## src/rtl/rbt_pkg.sv

```systemverilog
package rbt_pkg;

  // Width of a plane index able to count 0 .. m-1 (at least one bit).
  function automatic int unsigned idx_width(input int unsigned m);
    return (m > 1) ? $clog2(m) : 1;
  endfunction

  // Number of partial counts held after tree level k.
  function automatic int unsigned level_count(input int unsigned n, input int unsigned k);
    return n >> k;
  endfunction

  // Width of each partial count after tree level k.
  function automatic int unsigned level_width(input int unsigned k);
    return k + 1;
  endfunction

endpackage

```

## src/rtl/rbt_level.sv

```systemverilog
module rbt_level #(
  parameter int unsigned IN_CNT = 2,
  parameter int unsigned IN_W   = 1,
  parameter type         SIDE_T = logic
) (
  input  logic                              clk,
  input  logic                              rst_n,
  input  logic                              en,
  input  logic [IN_CNT*IN_W-1:0]            in_data,
  input  SIDE_T                             in_side,
  output logic [(IN_CNT/2)*(IN_W+1)-1:0]    out_data,
  output SIDE_T                             out_side
);
  localparam int unsigned OUT_CNT = IN_CNT / 2;
  localparam int unsigned OUT_W   = IN_W + 1;

  // Pairwise adders of neighbouring rows, one bit wider than their inputs.
  for (genvar j = 0; j < OUT_CNT; j++) begin : g_pair
    logic [OUT_W-1:0] pair_sum;
    assign pair_sum = OUT_W'(in_data[(2*j)*IN_W +: IN_W])
                    + OUT_W'(in_data[(2*j+1)*IN_W +: IN_W]);
    always_ff @(posedge clk) begin
      if (en) out_data[j*OUT_W +: OUT_W] <= pair_sum;
    end
  end

  // Sideband travels in lock-step with the counts.
  always_ff @(posedge clk or negedge rst_n) begin
    if (!rst_n)  out_side <= '0;
    else if (en) out_side <= in_side;
  end
endmodule

```

## src/rtl/rbt_framer.sv

```systemverilog
module rbt_framer #(
  parameter int unsigned M_BITS = 8,
  parameter int unsigned IDX_W  = 3,
  parameter int unsigned TAG_W  = 2
) (
  input  logic             clk,
  input  logic             rst_n,
  input  logic             en,
  input  logic             in_valid,
  input  logic             in_first,
  input  logic             in_last,
  output logic             take,
  output logic             start,
  output logic             close,
  output logic [IDX_W-1:0] idx,
  output logic [TAG_W-1:0] tag
);
  logic             open_q;
  logic [IDX_W-1:0] idx_q;
  logic [TAG_W-1:0] tag_q;

  assign take  = in_valid && en;
  assign start = in_first || !open_q;
  assign idx   = start ? '0 : idx_q;
  assign close = in_last || (idx == IDX_W'(M_BITS - 1));
  assign tag   = tag_q;

  always_ff @(posedge clk or negedge rst_n) begin
    if (!rst_n) begin
      open_q <= 1'b0;
      idx_q  <= '0;
      tag_q  <= '0;
    end else if (take) begin
      open_q <= !close;
      idx_q  <= idx + IDX_W'(1);
      if (close) tag_q <= tag_q + TAG_W'(1);
    end
  end
endmodule

```

## src/rtl/rbt_accum.sv

```systemverilog
module rbt_accum #(
  parameter int unsigned ROOT_W = 5,
  parameter int unsigned SUM_W  = 12,
  parameter int unsigned IDX_W  = 3,
  parameter int unsigned TAG_W  = 2
) (
  input  logic              clk,
  input  logic              rst_n,
  input  logic              en,
  input  logic              r_vld,
  input  logic              r_first,
  input  logic              r_last,
  input  logic [IDX_W-1:0]  r_idx,
  input  logic [TAG_W-1:0]  r_tag,
  input  logic [ROOT_W-1:0] r_cnt,
  output logic              out_valid,
  output logic [SUM_W-1:0]  out_sum,
  output logic [TAG_W-1:0]  out_tag
);
  logic [SUM_W-1:0] acc_q;
  logic [SUM_W-1:0] weighted;
  logic [SUM_W-1:0] acc_n;

  assign weighted = SUM_W'(r_cnt) << r_idx;
  assign acc_n    = r_first ? weighted : (acc_q + weighted);

  always_ff @(posedge clk or negedge rst_n) begin
    if (!rst_n) begin
      acc_q     <= '0;
      out_valid <= 1'b0;
      out_sum   <= '0;
      out_tag   <= '0;
    end else if (en) begin
      out_valid <= r_vld && r_last;
      if (r_vld) begin
        acc_q <= acc_n;
        if (r_last) begin
          out_sum <= acc_n;
          out_tag <= r_tag;
        end
      end
    end
  end
endmodule

```

## src/rtl/rbt_reduce_tree.sv

```systemverilog
module rbt_reduce_tree #(
  parameter int unsigned N_ROWS = 16,
  parameter int unsigned M_BITS = 8,
  parameter int unsigned TAG_W  = 2,
  localparam int unsigned LOG_N = $clog2(N_ROWS),
  localparam int unsigned SUM_W = M_BITS + LOG_N
) (
  input  logic              clk,
  input  logic              rst_n,
  input  logic              in_valid,
  output logic              in_ready,
  input  logic [N_ROWS-1:0] in_slice,
  input  logic              in_first,
  input  logic              in_last,
  output logic              out_valid,
  input  logic              out_ready,
  output logic [SUM_W-1:0]  out_sum,
  output logic [TAG_W-1:0]  out_tag
);
  import rbt_pkg::*;

  localparam int unsigned IDX_W  = idx_width(M_BITS);
  localparam int unsigned ROOT_W = level_width(LOG_N);

  typedef struct packed {
    logic             vld;
    logic             first;
    logic             last;
    logic [IDX_W-1:0] idx;
    logic [TAG_W-1:0] tag;
  } side_t;

  logic             en;
  logic             f_take, f_start, f_close;
  logic [IDX_W-1:0] f_idx;
  logic [TAG_W-1:0] f_tag;

  // Whole-pipeline stall while a result waits for its consumer.
  assign en       = !(out_valid && !out_ready);
  assign in_ready = en;

  rbt_framer #(.M_BITS(M_BITS), .IDX_W(IDX_W), .TAG_W(TAG_W)) u_framer (
    .clk(clk), .rst_n(rst_n), .en(en),
    .in_valid(in_valid), .in_first(in_first), .in_last(in_last),
    .take(f_take), .start(f_start), .close(f_close), .idx(f_idx), .tag(f_tag)
  );

  // Level 0 registers the plane; levels 1..LOG_N halve the count each.
  for (genvar k = 0; k <= LOG_N; k++) begin : g_lvl
    localparam int unsigned CNT = level_count(N_ROWS, k);
    localparam int unsigned W   = level_width(k);
    logic [CNT*W-1:0] data;
    side_t            side;

    if (k == 0) begin : g_src
      always_ff @(posedge clk) begin
        if (en) data <= in_slice;
      end
      always_ff @(posedge clk or negedge rst_n) begin
        if (!rst_n) side <= '0;
        else if (en) begin
          side.vld   <= f_take;
          side.first <= f_start;
          side.last  <= f_close;
          side.idx   <= f_idx;
          side.tag   <= f_tag;
        end
      end
    end else begin : g_add
      rbt_level #(
        .IN_CNT(level_count(N_ROWS, k - 1)),
        .IN_W  (level_width(k - 1)),
        .SIDE_T(side_t)
      ) u_level (
        .clk(clk), .rst_n(rst_n), .en(en),
        .in_data(g_lvl[k-1].data), .in_side(g_lvl[k-1].side),
        .out_data(data), .out_side(side)
      );
    end
  end

  rbt_accum #(.ROOT_W(ROOT_W), .SUM_W(SUM_W), .IDX_W(IDX_W), .TAG_W(TAG_W)) u_accum (
    .clk(clk), .rst_n(rst_n), .en(en),
    .r_vld(g_lvl[LOG_N].side.vld), .r_first(g_lvl[LOG_N].side.first),
    .r_last(g_lvl[LOG_N].side.last), .r_idx(g_lvl[LOG_N].side.idx),
    .r_tag(g_lvl[LOG_N].side.tag), .r_cnt(g_lvl[LOG_N].data),
    .out_valid(out_valid), .out_sum(out_sum), .out_tag(out_tag)
  );
endmodule

```

## config.mk

```make
export PLATFORM = sky130hd
export DESIGN_NAME = rbt_reduce_tree
export DESIGN_NICKNAME = d
export VERILOG_FILES = /design/src/rtl/rbt_pkg.sv /design/src/rtl/rbt_level.sv /design/src/rtl/rbt_framer.sv /design/src/rtl/rbt_accum.sv /design/src/rtl/rbt_reduce_tree.sv
export SDC_FILE = /design/constraint.sdc
export NUM_CORES = 1
export LEC_CHECK = 0
export BUFFER_PORTS_ARGS = -buffer_cell sky130_fd_sc_hd__buf_2
export CORE_MARGIN = 1
export CORE_UTILIZATION = 45
export DETAILED_ROUTE_END_ITERATION = 7
export GPL_TIMING_DRIVEN = 0
export SKIP_CTS_REPAIR_TIMING = 1
export SYNTH_ARGS = -nofsm -noshare
export SYNTH_HDL_FRONTEND = slang
export SYNTH_SLANG_ARGS = --single-unit
```

## constraint.sdc

```tcl
create_clock -name clk -period 9.2 [get_ports clk]
set_input_delay 0.92 -clock clk [delete_from_list [all_inputs] [get_ports clk]]
set_output_delay 0.92 -clock clk [all_outputs]
set_load 0.01 [all_outputs]
```

==> flow_summary.yaml, run 1 <==
timing:
  tightest_slew_ns: 0.808
  fmax_mhz: 295
  period_needed_ns: 3.39
  grt_setup_unrepaired: "no"
  drv_slew: 0
  tns_ns: 0
  finClkSkew_ns: 0.00694
  relSlewSlack_pct: 46.1
  finalSetupViolCount: 0
  fin_crit_sh_pct: 36.8
  finalHoldViolCount: 0
final_layout:
  multi_input_area_mm2: 0.00221
  final_area_mm2: 0.00698
  antenna_cells: 0
  drive_gt1_share_pct: 16.8
  fillers: 1143
  syn_to_final_growth_pct: 18.1
  nNetsFinal: 625
  ff_latch_area_mm2: 0.00354
clocking:
  cts_max_path_buffers: 2
  cts_tree: "yes"
  path_clk_slew_ns: 0.06
  numCtsBuffers: 17
  clk_latency_ns: 0.42
  ctsHtreeMaxLevel: 4
  clock-root-buffer: "clkbuf_16"
  cts_sinks: 130
setup_path:
  r2r-start: "g_lvl[4].g_add.u_level.out_side[2]"
  startpoint_type: "input port"
  required_ns: 8.28
  cp_max_fo: 39
  reg2reg_depth: 12
  arrival_ns: 2.47
  setup.worst_path.end_class: "output pin"
  worstReg2RegEnd: "u_accum.acc_q[10]"
  r2r_slack_ns: 6.28
  crit_type: "in2out"
synth:
  yosysWarnings: 0
  synth_area_mm2: 0.00591
  mappedNetlistNets: 567
  yosysSeqAreaShare_pct: 59.9
  synth_flop_cell: "dfrtp_1"
  syn_inst: 502
  async_flop_share_pct: 56.2
  syn_avg_cell_area_um2: 11.8
  ys_ff_latch: 130
  synth.distinct_cells: 49
  synth_edf_count: 57
die:
  core_area_mm2: 0.0127
  die_height_um: 117
  row_count: 41
  start_util_pct: 46.4
  io_pins: 38
  die_area_mm2: 0.0136
  die_w_um: 117
drt:
  vias_per_cell: 5.00
  ant_nets: 0
  dr.pass1.iters: 4
  drc: 0
  routedWlPerCell_um: 13.0
  vias: 3722
  drtIter0Drc: 189
  drt_wl_total_mm: 9.68
pwr:
  power_density_mw_per_mm2: 342
  leakagePower_uw: 0.00333
  irDropWorstVdd_v: 0.000205
place:
  place.port_buffers: 37
  dp_hpwl_mm: 6.63
  place_area_mm2: 0.00636
  place_congestion: 0.834
grt:
  grt_start_max_net_pins: 73
  antenna_found_initial: 0
  first_global_vias: 3704
  grt_pass1_wl_mm: 16.9
  gr-usage-all-layers_pct: 16.6
  overflow: 0
worst_hold_path:
  hold_path_class: "in2async"
run_status:
  status: "completed"
run:
  cap_viol_max_count: 0
## critical path, cell delays in order
cell     delay, ns
buf_2         0.07
nor2b_1       0.03
buf_2         0.16
inv_2         0.08
buf_2         0.23
buf_2         0.68
buf_2         0.26
## synth_stat cells (2+ instances only)
| master | instances | area share [%] |
|---|---|---|
| a21o_1 | 12 | 1.5 |
| a21oi_1 | 16 | 1.4 |
| a31oi_1 | 3 | 0.32 |
| and2_1 | 6 | 0.64 |
| and2b_1 | 2 | 0.25 |
| and3_1 | 6 | 0.64 |
| buf_1 | 3 | 0.19 |
| buf_2 | 6 | 0.51 |
| clkbuf_1 | 10 | 0.64 |
| dfrtp_1 | 73 | 31 |
| edfxtp_1 | 57 | 29 |
| fa_1 | 8 | 2.7 |
| ha_1 | 35 | 7.4 |
| inv_1 | 16 | 1.0 |
| mux2_2 | 13 | 2.5 |
| mux2i_1 | 8 | 1.4 |
| nand2_1 | 128 | 8.1 |
| nand2b_1 | 4 | 0.42 |
| nand3_1 | 5 | 0.42 |
| nand4_1 | 2 | 0.21 |
| nor2_1 | 15 | 0.95 |
| nor2b_1 | 5 | 0.53 |
| nor3_1 | 6 | 0.51 |
| o211ai_1 | 3 | 0.38 |
| o21ai_0 | 24 | 2.0 |
| o22ai_1 | 2 | 0.21 |
| o31ai_1 | 2 | 0.25 |
| xnor2_1 | 8 | 1.2 |
| xor2_1 | 4 | 0.59 |
## sequential cells by signal, indices dropped and copies added, names as in the netlist
| signal | count |
|---|---|
| u_accum.acc_q | 12 |
| u_accum.out_valid | 1 |
| u_framer.open_q | 1 |
| g_lvl.data | 16 |
| g_lvl.g_add.u_level.out_data | 41 |
| u_framer.idx_q | 3 |
| u_framer.tag | 2 |
| g_lvl.side | 8 |
| u_accum.out_sum | 12 |
| u_accum.out_tag | 2 |
| g_lvl.g_add.u_level.out_side | 32 |
## through the flow
stage | hold slack (ns) | instances | setup WS, ns | util [%] | total power, µW
final | 0.285 | 745 | 5.81 | 54.8 | 2390
after global routing | 0.262 | 745 | 5.64 | 54.8 | 2580
after CTS | 0.267 | 745 | 5.77 | 54.8 | 2420
after detailed placement | 0.455 | 713 | 5.75 | 50.0 | 1710
after global placement | 0.449 | 711 | 3.84 | 49.6 | 1670
after floorplan | 0.433 | 502 | 5.11 | - | 1510
## cells by family (layout without fill, tap and decap cells)
| group | count (synthesis) | after routing | share of synthesized area [%] |
|---|---|---|---|
| AOI/OAI and AO/OA | 75 | 75 | 8.22 |
| xor gates and xnor gates | 12 | 12 | 1.78 |
| adders and majority gates | 43 | 43 | 10.1 |
| buffers and inverters | 38 | 109 | 2.67 |
| DFF | 130 | 130 | 59.9 |
| muxes | 22 | 22 | 4.21 |
| and+or+nand+nor | 182 | 182 | 13.1 |
## placed cells by master (no fill, tap or decap), types with 11 or more instances in the layout
cell and n:
nor2_1 15, a21o_1 12, buf_2 43, clkbuf_1 11
mux2_2 13, o21ai_0 24, edfxtp_1 57, nand2_1 128
dfrtp_1 73, a21oi_1 16, clkbuf_16 17, inv_1 16
ha_1 35
## per-layer routing
metal	up-vias	GRT usage, %	share of wire, %
li1	1862	-	-
met1	1777	19.0	44
met2	70	28.4	50
met3	13	5.60	4.7
met4	0	6.84	1.7
met5	-	0	0
## final cells by class
cell class / instances / share of cell area (%)
Timing Repair Buffer: 39 / 3.37
Multi-Input combinational cell: 334 / 31.7
Clock inverter: 14 / 2.69
Buffer: 20 / 1.31
Clock buffer: 18 / 6.15
Sequential cell: 130 / 50.7
Tap cell: 172 / 3.08
Inverter: 18 / 0.968
## worst max path at each step
stage | end | slack, ns | from | cells past startpoint
2_1_floorplan | in_ready | 5.11 | out_ready | 5
6_report | in_ready | 5.81 | out_ready | 7
4_1_cts | in_ready | 5.77 | out_ready | 7
3_3_place_gp | in_ready | 3.84 | out_ready | 7
5_1_grt | in_ready | 5.64 | out_ready | 7
3_5_place_dp | in_ready | 5.75 | out_ready | 7
## power by group
part | switching [µW] | total (µW) | internal [µW]
combinational | 420 | 730 | 309
clock | 246 | 698 | 452
sequential | 95.4 | 958 | 863
Power figures use the tool's default switching activity.
==> run 2: changes to the inputs <==
==> constraint.sdc (replaced) <==
create_clock -name clk -period 2.8 [get_ports clk]
set_input_delay 0.28 -clock clk [delete_from_list [all_inputs] [get_ports clk]]
set_output_delay 0.28 -clock clk [all_outputs]
set_load 0.01 [all_outputs]
==> flow_summary.yaml, run 2 (synthesis results as in run 1) <==
clocking:
  cts_max_path_buffers: 2
  numCtsBuffers: 17
  cts_tree: "yes"
  path_clk_slew_ns: 0.06
  clk_latency_ns: 0.41
  cts_sinks: 130
  clock-root-buffer: "clkbuf_16"
  ctsHtreeMaxLevel: 4
grt:
  grt_start_max_net_pins: 64
  overflow: 0
  antenna_found_initial: 0
  first_global_vias: 3714
  gr-usage-all-layers_pct: 16.2
  grt_pass1_wl_mm: 16.5
setup_path:
  cp_cell_sequence: "buf_6 > nand2b_4 > nor3_4 > ha_2 > inv_1 > fa_1 > and2b_2 > nor3_2 > o21ai_4 > a41oi_2 > or4_1 > nand3_1"
  setup.worst_path.end_class: "flop"
  reg2reg_depth: 12
  worst_path_largest_cell_delay_ns: 0.43
  r2r-start: "g_lvl[4].g_add.u_level.out_side[2]"
  arrival_ns: 3.09
  startpoint_type: "flop"
  cp_top_family: "simple AND/OR/NAND/NOR gates"
  r2r_slack_ns: 0.06
  crit_slowest_cell: "or4_1"
  worstReg2RegEnd: "u_accum.acc_q[10]"
  required_ns: 3.15
  crit_type: "reg2reg"
  path_buf_inv: 2
  cp_max_fo: 8
drt:
  drt_wl_total_mm: 9.79
  vias_per_cell: 4.99
  ant_nets: 0
  drtIter0Drc: 197
  vias: 3737
  drc: 0
  routedWlPerCell_um: 13.1
  dr.pass1.iters: 5
final_layout:
  final_common_cell: "nand2_1"
  nNetsFinal: 629
  top_regs: "g_lvl.g_add.u_level.out_data (41), g_lvl.g_add.u_level.out_side (32), g_lvl.data (16)"
  fillers: 1127
  layout.cells.most_common_list: "nand2_1 (128), dfrtp_1 (72), edfxtp_1 (57)"
  largest_register_ffs: 41
  multi_input_area_mm2: 0.00228
  final_area_mm2: 0.00708
  syn_to_final_growth_pct: 19.8
  antenna_cells: 0
  drive_gt1_share_pct: 19.4
  ff_latch_area_mm2: 0.00354
  top_register: "g_lvl.g_add.u_level.out_data"
die:
  die_area_mm2: 0.0136
  io_pins: 38
  core_area_mm2: 0.0127
  row_count: 41
  start_util_pct: 46.4
  die_height_um: 117
  die_w_um: 117
pwr:
  power_density_mw_per_mm2: 1130
  pwr-share-clk_pct: 28.4
  leakagePower_uw: 0.00337
  comb_power_share_pct: 32.1
  seq_power_share_pct: 39.6
  switchingPower_uw: 2580
  irDropWorstVdd_v: 0.000527
  p_int_uw: 5410
  p_sw_share_pct: 32.3
timing:
  fin_crit_sh_pct: 97.8
  drv_slew: 0
  relSlewSlack_pct: 59.5
  finalHoldViolCount: 0
  finalSetupViolCount: 0
  tns_ns: 0
  tightest_slew_ns: 0.607
  fmax_mhz: 365
  period_needed_ns: 2.74
  finClkSkew_ns: 0.00830
place:
  dp_hpwl_mm: 6.69
  place_area_mm2: 0.00636
  place.port_buffers: 37
  place_congestion: 0.849
worst_hold_path:
  hold_path_class: "in2reg"
  min_from: "in_slice[3]"
  whs_path_depth: 1
  min_to: "g_lvl[0].data[3]"
run_status:
  status: "completed"
run:
  cap_viol_max_count: 0
==> run 2: metrics by stage <==
stage	util [%]	hold slack, ns	instances	worst slack (ns)	power, µW
final	55.6	0.0349	749	0.0618	7990
after global routing	55.6	0.0154	749	-0.0234	8610
after CTS	54.8	-0.312	745	-0.172	7930
after detailed placement	50.0	0.132	713	-0.122	5630
after global placement	49.6	0.449	711	-0.123	5490
after floorplan	-	-0.0156	502	0.120	4950
==> run 2: worst reg2reg max path, cell delays in order, from the launching register on <==
cell and delay (ns):
dfrtp_1 0.37, buf_6 0.14, nand2b_4 0.16, nor3_4 0.18, ha_2 0.22, inv_1 0.06
fa_1 0.38, and2b_2 0.25, nor3_2 0.05, o21ai_4 0.18, a41oi_2 0.19, or4_1 0.43
nand3_1 0.08
==> run 2: how the worst max path moves through the flow <==
stage	depth (start not counted)	from	slack, ns	to
after floorplan	12	g_lvl[4].g_add.u_level.out_side[2]	0.12	u_accum.acc_q[10]
after global placement	6	u_accum.out_valid	-0.12	in_ready
after detailed placement	12	g_lvl[4].g_add.u_level.out_side[2]	-0.12	u_accum.acc_q[10]
after CTS	12	g_lvl[4].g_add.u_level.out_side[2]	-0.17	u_accum.acc_q[10]
after global routing	12	g_lvl[4].g_add.u_level.out_side[2]	-0.02	u_accum.acc_q[10]
final	12	g_lvl[4].g_add.u_level.out_side[2]	0.06	u_accum.acc_q[10]
==> run 2: cell type report <==
cell class,count,share of cell area (%)
repair buffers,44,3.89
well taps,172,3.04
plain buffers,19,1.27
clock buffers,22,7.02
flip-flops and latches,130,50.0
multi-input cells,334,32.1
clock inverters,10,1.68
inverters,18,0.954
==> run 2: metal layers <==
metal / routed length (µm) / vias to the layer above / GRT usage [%]
met2: 4920 / 62 / 27.8
met3: 356 / 15 / 5.45
li1: - / 1865 / -
met4: 179 / 0 / 7.09
met1: 4340 / 1795 / 18.4
met5: 0 / - / 0
==> run 2: power groups by stage <==
stage	combinational (µW)	sequential (µW)	clock [µW]
3_5_place_dp	2430	3200	0
3_3_place_gp	2320	3170	0
5_1_grt	2950	3250	2410
4_1_cts	2450	3160	2310
6_report	2560	3160	2270
2_1_floorplan	1810	3140	0
